**src/rtl/bw_pkg.sv**
```systemverilog
package bw_pkg;
  typedef enum logic [1:0] {
    ACC_NONE  = 2'd0,
    ACC_READ  = 2'd1,
    ACC_START = 2'd2
  } acc_e;
endpackage

```
**src/rtl/bw_decode.sv**
```systemverilog
module bw_decode
  import bw_pkg::*;
#(
  parameter int ADDR_W = 6,
  parameter logic [ADDR_W-1:0] RD_ADDR = 6'h21,
  parameter logic [ADDR_W-1:0] SM_ADDR = 6'h22
) (
  input  logic              cs_n,
  input  logic              rd_wr,
  input  logic [ADDR_W-1:0] addr,
  output acc_e              kind
);
  always_comb begin
    kind = ACC_NONE;
    if (!cs_n) begin
      if (rd_wr && addr == RD_ADDR)       kind = ACC_READ;
      else if (!rd_wr && addr == SM_ADDR) kind = ACC_START;
    end
  end
endmodule

```
**src/rtl/bw_phase.sv**
```systemverilog
module bw_phase
  import bw_pkg::*;
#(
  parameter int RD_WAIT = 0,
  parameter int SM_CYC  = 2
) (
  input  logic clk,
  input  logic rst_n,
  input  acc_e kind,
  output logic last
);
  localparam int MAXC = (RD_WAIT + 1 > SM_CYC) ? RD_WAIT + 1 : SM_CYC;
  localparam int CW   = (MAXC > 1) ? $clog2(MAXC) : 1;
  localparam logic [CW-1:0] RD_LAST = CW'(RD_WAIT);
  localparam logic [CW-1:0] SM_LAST = CW'(SM_CYC - 1);

  logic [CW-1:0] cnt;

  always_comb begin
    unique case (kind)
      ACC_READ:  last = (cnt == RD_LAST);
      ACC_START: last = (cnt == SM_LAST);
      default:   last = 1'b0;
    endcase
  end

  always_ff @(posedge clk or negedge rst_n) begin
    if (!rst_n)                        cnt <= '0;
    else if (kind == ACC_NONE || last) cnt <= '0;
    else                               cnt <= cnt + 1'b1;
  end

  // an idle cycle always leaves the counter at the start of an access
  a_r8_restart_after_idle: assert property (@(posedge clk) disable iff (!rst_n)
    kind == ACC_NONE |=> cnt == '0);
  // counter never passes the last phase of a start access
  a_r3_cnt_bounded: assert property (@(posedge clk) disable iff (!rst_n)
    kind == ACC_START |-> cnt <= SM_LAST);
endmodule

```
**src/rtl/bw_lane.sv**
```systemverilog
module bw_lane #(
  parameter int DATA_W = 8,
  parameter int BUS_W  = 32
) (
  input  logic              oe,
  input  logic [DATA_W-1:0] sens_d,
  output logic [BUS_W-1:0]  bus_dat
);
  for (genvar i = 0; i < BUS_W; i++) begin : g_bit
    if (i >= BUS_W - DATA_W) begin : g_hi
      assign bus_dat[i] = oe & sens_d[BUS_W-1-i];
    end else begin : g_lo
      assign bus_dat[i] = 1'b0;
    end
  end
endmodule

```
**src/rtl/bw_sensor_target.sv**
```systemverilog
module bw_sensor_target
  import bw_pkg::*;
#(
  parameter int ADDR_W    = 6,
  parameter int DATA_W    = 8,
  parameter int BUS_W     = 32,
  parameter logic [ADDR_W-1:0] RD_ADDR = 6'h21,
  parameter logic [ADDR_W-1:0] SM_ADDR = 6'h22,
  parameter int CLK_NS    = 100,
  parameter int SM_MIN_NS = 200,
  parameter int RD_WAIT   = 0
) (
  input  logic              clk,
  input  logic              rst_n,
  input  logic              cs_n,
  input  logic              rd_wr,
  input  logic [ADDR_W-1:0] addr,
  input  logic [DATA_W-1:0] sens_d,
  output logic              sens_oe,
  output logic              sm,
  output logic              ta_n,
  output logic [BUS_W-1:0]  bus_dat
);
  localparam int SM_RAW = (SM_MIN_NS + CLK_NS - 1) / CLK_NS;
  localparam int SM_CYC = (SM_RAW < 1) ? 1 : SM_RAW;

  acc_e kind;
  logic last;

  bw_decode #(.ADDR_W(ADDR_W), .RD_ADDR(RD_ADDR), .SM_ADDR(SM_ADDR)) u_dec (
    .cs_n(cs_n), .rd_wr(rd_wr), .addr(addr), .kind(kind));

  bw_phase #(.RD_WAIT(RD_WAIT), .SM_CYC(SM_CYC)) u_ph (
    .clk(clk), .rst_n(rst_n), .kind(kind), .last(last));

  assign sens_oe = (kind == ACC_READ);
  assign sm      = (kind == ACC_START);
  assign ta_n    = ~last;

  bw_lane #(.DATA_W(DATA_W), .BUS_W(BUS_W)) u_lane (
    .oe(sens_oe), .sens_d(sens_d), .bus_dat(bus_dat));

  a_r5_idle_no_ack: assert property (@(posedge clk) disable iff (!rst_n)
    cs_n |-> (ta_n && !sm && !sens_oe));
  a_r3_sm_ends_on_ack: assert property (@(posedge clk) disable iff (!rst_n)
    $fell(sm) |-> ($past(!ta_n) || $past(cs_n) || cs_n));
  a_r6_single_target: assert property (@(posedge clk) disable iff (!rst_n)
    !(sens_oe && sm));
  a_r4_bus_quiet: assert property (@(posedge clk) disable iff (!rst_n)
    !sens_oe |-> bus_dat == '0);
  a_r2_ack_has_owner: assert property (@(posedge clk) disable iff (!rst_n)
    !ta_n |-> (sens_oe || sm));
endmodule

```
**config.mk**
```make
export PLATFORM = sky130hd
export DESIGN_NAME = bw_sensor_target
export DESIGN_NICKNAME = d
export VERILOG_FILES = /design/src/rtl/bw_pkg.sv /design/src/rtl/bw_decode.sv /design/src/rtl/bw_phase.sv /design/src/rtl/bw_lane.sv /design/src/rtl/bw_sensor_target.sv
export SDC_FILE = /design/constraint.sdc
export NUM_CORES = 1
export LEC_CHECK = 0
export CORE_MARGIN = 5
export CORE_UTILIZATION = 23
export DETAILED_ROUTE_END_ITERATION = 10
export PLACE_DENSITY = 0.74
export SKIP_CTS_REPAIR_TIMING = 1
export SYNTH_ARGS = -nofsm -noshare
export SYNTH_HDL_FRONTEND = slang
export SYNTH_SLANG_ARGS = --single-unit
```
**constraint.sdc**
```tcl
create_clock -name clk -period 1.2 [get_ports clk]
set_input_delay 0.18 -clock clk [delete_from_list [all_inputs] [get_ports clk]]
set_output_delay 0.18 -clock clk [all_outputs]
set_load 0.05 [all_outputs]
```
### Word-level counts from Yosys, hierarchy flattened

Index checks and enable logic that the tools add are counted.

* $add $sub $neg: 1
* eq/ne operators: 4
* mux-type cells: 5
* bitwise operators: 10
* reduce and logical (&&, ||, !) cells: 5

Operators with widths (count)
* $eq A6 B6 Y1 const B: 2
* $and A1 B1 Y1: 8
* $mux W2: 3
* $eq A2 B1 Y1 const B: 1
* $eq A2 B2 Y1 const B: 1
* $logic_and A1 B1 Y1: 2
* $logic_not A2 Y1: 1
* $not A1 Y1: 2
* $pmux W1 S2: 1
* $add A1 B1 Y1 const B: 1
* $logic_not A1 Y1: 1
* $logic_or A1 B1 Y1: 1
* $mux W1: 1

* bits in registers: 1
* bits of input ports: 18

### Longest topological paths before layout

Gate-level depths: netlist of the first run.

* depth after elaboration: 9
* mapped depth: 3
* gate-level depth less buffers: 2

### By module

Synthesis of the first run repeated with hierarchy kept, for this count alone.

* cell total of the unflattened synthesis: 46
* area total of the unflattened synthesis: 356.6 µm²

Modules (own cells, without submodules)
* bw_lane: instances 1, cells each 33, area an instance 234.0 µm², seq. area each 0.0 µm²
* bw_phase: instances 1, cells each 5, area an instance 53.8 µm², seq. area each 25.0 µm²
* bw_decode: instances 1, cells each 5, area an instance 50.0 µm², seq. area each 0.0 µm²
* bw_sensor_target: instances 1, cells each 3, area an instance 18.8 µm², seq. area each 0.0 µm²

### Worst setup path before layout of the first run

OpenSTA, ideal clock, no wires.

* path type: input to output
* start point: input port addr[4]
* end point: output port sens_oe
* arrival: 1967 ps
* path slack: -947 ps
* stages on the path: 3
* cell sequence: or4b_4 -> buf_6 -> nor3_1

* cells in the longest elaborated chain, start to end: 6
* elaborated cells on any way between the ends: 8

Ends and longest elaborated chain
* start: declaration: RTL line bw_sensor_target.sv:17 `input logic [ADDR_W-1:0] addr,`
* $eq A6 B6 Y1: RTL line bw_decode.sv:17 `else if (!rd_wr && addr == SM_ADDR) kind = ACC_START;`
* $logic_and A1 B1 Y1: RTL line bw_decode.sv:17
* $mux W2: RTL line bw_decode.sv:17
* $mux W2 (*): RTL line bw_decode.sv:16 `if (rd_wr && addr == RD_ADDR) kind = ACC_READ;`
* $mux W2 (*): RTL line bw_decode.sv:15 `if (!cs_n) begin`
* $eq A2 B1 Y1 (*): RTL line bw_sensor_target.sv:36 `assign sens_oe = (kind == ACC_READ);`
* end: declaration: RTL line bw_sensor_target.sv:19 `output logic sens_oe,`

Mark *: on every way between the ends. The rest lies on a longest branch, timed or not.

### Worst setup path in the final report of the first run

* start point: input port addr[2]
* end point: output port sm

* cells in the longest elaborated chain, start to end: 6
* elaborated cells on any way between the ends: 8

Ends and longest elaborated chain
* $eq A6 B6 Y1: RTL line bw_decode.sv:17
* $logic_and A1 B1 Y1: RTL line bw_decode.sv:17
* $mux W2: RTL line bw_decode.sv:17
* $mux W2 (*): RTL line bw_decode.sv:16
* $mux W2 (*): RTL line bw_decode.sv:15
* $eq A2 B2 Y1 (*): RTL line bw_sensor_target.sv:37 `assign sm = (kind == ACC_START);`
* end: declaration: RTL line bw_sensor_target.sv:20 `output logic sm,`

Marked as above.

==> results of run 1 <==
==> cells in the final DEF (no fill, tap or decap) <==
cell type / n
or4b_4: 2
nor4_4: 9
conb_1: 24
dlymetal6s2s_1: 5
nand3b_1: 1
inv_1: 8
buf_6: 5
nand4bb_1: 1
buf_12: 11
or4bb_1: 1
clkbuf_2: 1
buf_4: 4
clkdlybuf4s50_1: 9
or3b_2: 1
nor3_4: 2
dfrtp_1: 1
a211o_4: 1
==> Yosys cell counts <==
cell and number:
a211o_1 1, or4b_4 1, buf_6 1, buf_4 24, nor3_1 2, nor4_4 1
buf_1 1, or4bb_1 1, inv_1 8, nand3b_1 1, nor4_1 1, nor4_2 7
or3b_2 1, conb_1 1, dfrtp_1 1, nand4bb_1 1
==> cell type report <==
cell class              instances  area share
well taps                      25      0.0330
flip-flops and latches          1      0.0264
inverters                       8      0.0317
repair buffers                 35       0.489
multi-input cells              42       0.420
==> how the worst max path moves through the flow <==
stage,startpoint,end,slack [ps],cells after the start
final,addr[2],sm,-420,5
after detailed placement,addr[4],sm,-780,5
after floorplan,addr[1],bus_dat[24],-520,2
after global routing,addr[2],sm,-450,5
after global placement,addr[4],sm,-770,5
after CTS,addr[4],sm,-790,5
==> metal layers <==
metal / up-vias / track usage / share of wire
li1: 201 / - / -
met1: 190 / 0.0772 / 0.31
met2: 30 / 0.161 / 0.57
met3: 0 / 0.0111 / 0.12
met4: 0 / 0 / 0
met5: - / 0 / 0
==> through the flow <==
stage	util	TNS (ps)	std cells	total power [mW]	area, µm²
final	0.532	-3940	111	0.344	948
after global placement	0.500	-8750	109	0.330	891
after floorplan	-	-4970	76	0.317	628
after detailed placement	0.500	-8940	109	0.334	891
after CTS	0.500	-8950	109	0.334	891
after global routing	0.532	-4340	111	0.358	948
==> where the power goes <==
group / total (mW) / leakage [nW] / internal [mW] / switching [mW]
sequential: 0.0345 / 0.0140 / 0.0344 / 0.0000423
combinational: 0.309 / 0.430 / 0.0757 / 0.234
clock: 0 / 0 / 0 / 0
total: 0.344 / 0.444 / 0.110 / 0.234
==> kinds of logic after synthesis <==
kind of cell	count (synthesis)	synth area share
flip-flops	1	0.0568
other	1	0.00851
buffers and inverters	34	0.511
AO/OA/AOI/OAI	1	0.0199
AND/OR/NAND/NOR	16	0.403
==> results.json, run 1 <==
{
  "ant_nets": 0,
  "die_area_mm2": 0.00289,
  "synth_seq_cells": 1,
  "core_mm2": 0.00178,
  "failed_checks": "setup timing",
  "antenna_found_initial": 0,
  "drc": 0,
  "portBuffers": 28,
  "ir_drop_mv": 0.234,
  "crit_top_cell": "buf_6",
  "routed_wl_um": 1340,
  "grt_pass1_vias": 381,
  "area_growth_pct": 115,
  "hold_viol": 0,
  "finalSetupViolations": 12,
  "die_x_um": 53.8,
  "synth.area.top_cells": "buf_4 41%, nor4_2 20%, inv_1 6.8%",
  "grt_first_pass_wirelength_um": 1690,
  "via_count": 421,
  "largest_register_ff_count": 1,
  "gr-total-overflow": 0,
  "cp-start-kind": "input pin",
  "max_freq_mhz": 617,
  "min_period_ps": 1620,
  "dpl.hpwl_um": 1060,
  "r2r-start": "u_ph.cnt",
  "required_ps": 1020,
  "timing.hold.ws_ps": 333,
  "multi_input_area_um2": 398,
  "slowest_delay_ps": 640,
  "die_h_um": 53.8,
  "path_clk_slew_ps": 0,
  "first_pass_iters": 3,
  "r2r_setup_slack_ps": 360,
  "r2r-end": "u_ph.cnt",
  "drt-initial-drc-count": 2,
  "slew_viol_final": 0,
  "rows": 15,
  "yosys.area.top_type": "buf_4",
  "grt_setup_unrepaired": "true",
  "pre_cts_ws_ps": -782,
  "crit_family": "simple AND/OR/NAND/NOR gates",
  "yosysUniqueCellTypes": 16,
  "drive_above_1_share": 0.419,
  "num_antenna_cells": 0,
  "synthDominantCellAreaShare": 0.409,
  "clk_latency_ps": 0,
  "track_usage": 0.0749,
  "path_cells": "buf_6, or4b_4, buf_6, nor3_4, buf_12",
  "syn_area_per_cell_um2": 8.31,
  "hold_class": "in -> async",
  "seq_area_um2": 25.0,
  "worst_path_max_delay_cell": "or4b_4",
  "skew_ps": 0,
  "powerDensity_mw_per_mm2": 362,
  "ioPinCount": 53,
  "start_util": 0.247,
  "cp-end-kind": "output pin",
  "p_leak_nw": 0.444,
  "status": "complete, but fails checks",
  "yosysSeqAreaShare": 0.0568,
  "gp_congestion": 0.621,
  "wl_per_cell_um": 12.1,
  "via_per_inst": 3.79,
  "fin_crit_sh": 1.35,
  "grt_max_degree": 12,
  "synth_warnings": 0,
  "worstPathArrival_ps": 1440,
  "fin_ws_ps": -420,
  "path_max_fanout": 6,
  "syn_area_um2": 440,
  "synthCells": 53,
  "rr_worst_depth": 2,
  "drv_cap": 0,
  "crit_buf_inv": 3,
  "fillers": 153,
  "reg_top3": "u_ph.cnt x1",
  "criticalPathCategory": "in -> out",
  "regMostFlops": "u_ph.cnt",
  "nets": 106
}
Note: power is estimated with default switching activity, not from simulation.
==> inputs of run 2 (changes only) <==
GPL_TIMING_DRIVEN = 0   (was not set)
==> run 2 against run 1 <==
  * The flow still finishes with violations (setup timing)
  * Combinational power is 16% higher
  * Flip-flop and latch count unchanged
  * Die area is the same
  * Largest cell class unchanged
  * Sequential share of layout area decreased by 0.14 points
  * Wire length decreased by 3.8%
==> results.json, run 2 (synthesis gave the netlist of run 1 again) <==
{
  "status": "complete, but fails checks",
  "failed_checks": "setup timing",
  "grt_first_pass_wirelength_um": 1940,
  "regMostFlops": "u_ph.cnt",
  "fin_ws_ps": -371,
  "hold_class": "in -> async",
  "ioPinCount": 53,
  "clk_latency_ps": 0,
  "core_mm2": 0.00178,
  "fillers": 161,
  "num_antenna_cells": 0,
  "via_per_inst": 3.46,
  "path_clk_slew_ps": 0,
  "first_pass_iters": 1,
  "skew_ps": 0,
  "dpl.hpwl_um": 1130,
  "p_leak_nw": 0.544,
  "final_common_cell": "buf_4",
  "max_freq_mhz": 637,
  "area_growth_pct": 128,
  "grt_max_degree": 11,
  "worstPathArrival_ps": 1390,
  "multi_input_area_um2": 369,
  "drive_above_1_share": 0.514,
  "min_period_ps": 1570,
  "routed_wl_um": 1290,
  "required_ps": 1020,
  "cp-end-kind": "output pin",
  "hold_viol": 0,
  "timing.hold.ws_ps": 329,
  "placed_cells": 129,
  "slew_viol_final": 0,
  "grt_pass1_vias": 452,
  "die_x_um": 53.8,
  "gr-total-overflow": 0,
  "antenna_found_initial": 0,
  "start_util": 0.247,
  "die_h_um": 53.8,
  "ir_drop_mv": 0.234,
  "fin_util": 0.563,
  "portBuffers": 28,
  "finalSetupViolations": 11,
  "drv_cap": 0,
  "powerDensity_mw_per_mm2": 390,
  "drc": 0,
  "rr_worst_depth": 1,
  "r2r-end": "u_ph.cnt",
  "drt-initial-drc-count": 0,
  "cp-start-kind": "input pin",
  "criticalPathCategory": "in -> out",
  "fin_crit_sh": 1.31,
  "gp_congestion": 0.619,
  "r2r_setup_slack_ps": 480,
  "grt_setup_unrepaired": "true",
  "instances_no_fill": 132,
  "r2r-start": "u_ph.cnt",
  "seq_area_um2": 25.0,
  "track_usage": 0.0870,
  "die_area_mm2": 0.00289,
  "via_count": 457,
  "wl_per_cell_um": 9.77,
  "reg_top3": "u_ph.cnt x1",
  "rows": 15,
  "largest_register_ff_count": 1,
  "ant_nets": 0,
  "layout_common_cells": "26 x buf_4, 24 x conb_1, 12 x buf_6",
  "path_max_fanout": 5,
  "nets": 127
}
## run 2: cell count changes in the layout (fill, tap and decap cells not counted), sizes merged
cell,previous run,this run
clkdlybuf4s50,9,10
clkbuf,1,3
or4b,2,1
buf,20,39
## run 2: critical path: stages
cell and delay [ps]:
clkbuf_2 80, or4b_4 590, clkbuf_16 200, nor4_4 150, buf_6 190
## run 2: how the worst max path moves through the flow
stage / start / end / slack [ps] / cells after the start
floorplan: addr[1] / bus_dat[24] / -520 / 2
CTS: addr[1] / bus_dat[24] / -1590 / 4
finish: addr[2] / bus_dat[30] / -370 / 5
detailed placement: addr[1] / bus_dat[24] / -1590 / 4
global placement: addr[1] / bus_dat[28] / -1530 / 4
global route: addr[2] / bus_dat[30] / -440 / 5
## run 2: stage by stage
| step | cell area (µm²) | worst slack (ps) | setup TNS [ps] | total power [mW] |
|---|---|---|---|---|
| after floorplan | 628 | -516 | -4970 | 0.317 |
| after global placement | 940 | -1530 | -16570 | 0.381 |
| after detailed placement | 940 | -1590 | -17090 | 0.383 |
| after CTS | 940 | -1590 | -17180 | 0.384 |
| after global routing | 1000 | -437 | -4440 | 0.410 |
| final | 1000 | -371 | -3760 | 0.392 |
## run 2: final cells by class
cell class | count | area share
Multi-Input combinational cell | 41 | 0.368
Timing Repair Buffer | 31 | 0.335
Buffer | 26 | 0.211
Tap cell | 25 | 0.0312
Inverter | 8 | 0.0299
Sequential cell | 1 | 0.0249
## run 2: metal layers
metal / share of wire / track usage
met1: 0.33 / 0.0921
met2: 0.55 / 0.173
met3: 0.11 / 0.0194
met4: 0.015 / 0.0128
met5: 0 / 0
## run 2: power breakdown
group	leakage, nW	internal (mW)	switching (mW)	total [mW]
registers	0.0140	0.0344	0.0000703	0.0345
logic	0.530	0.122	0.235	0.357
clock network	0	0	0	0
total	0.544	0.156	0.235	0.392
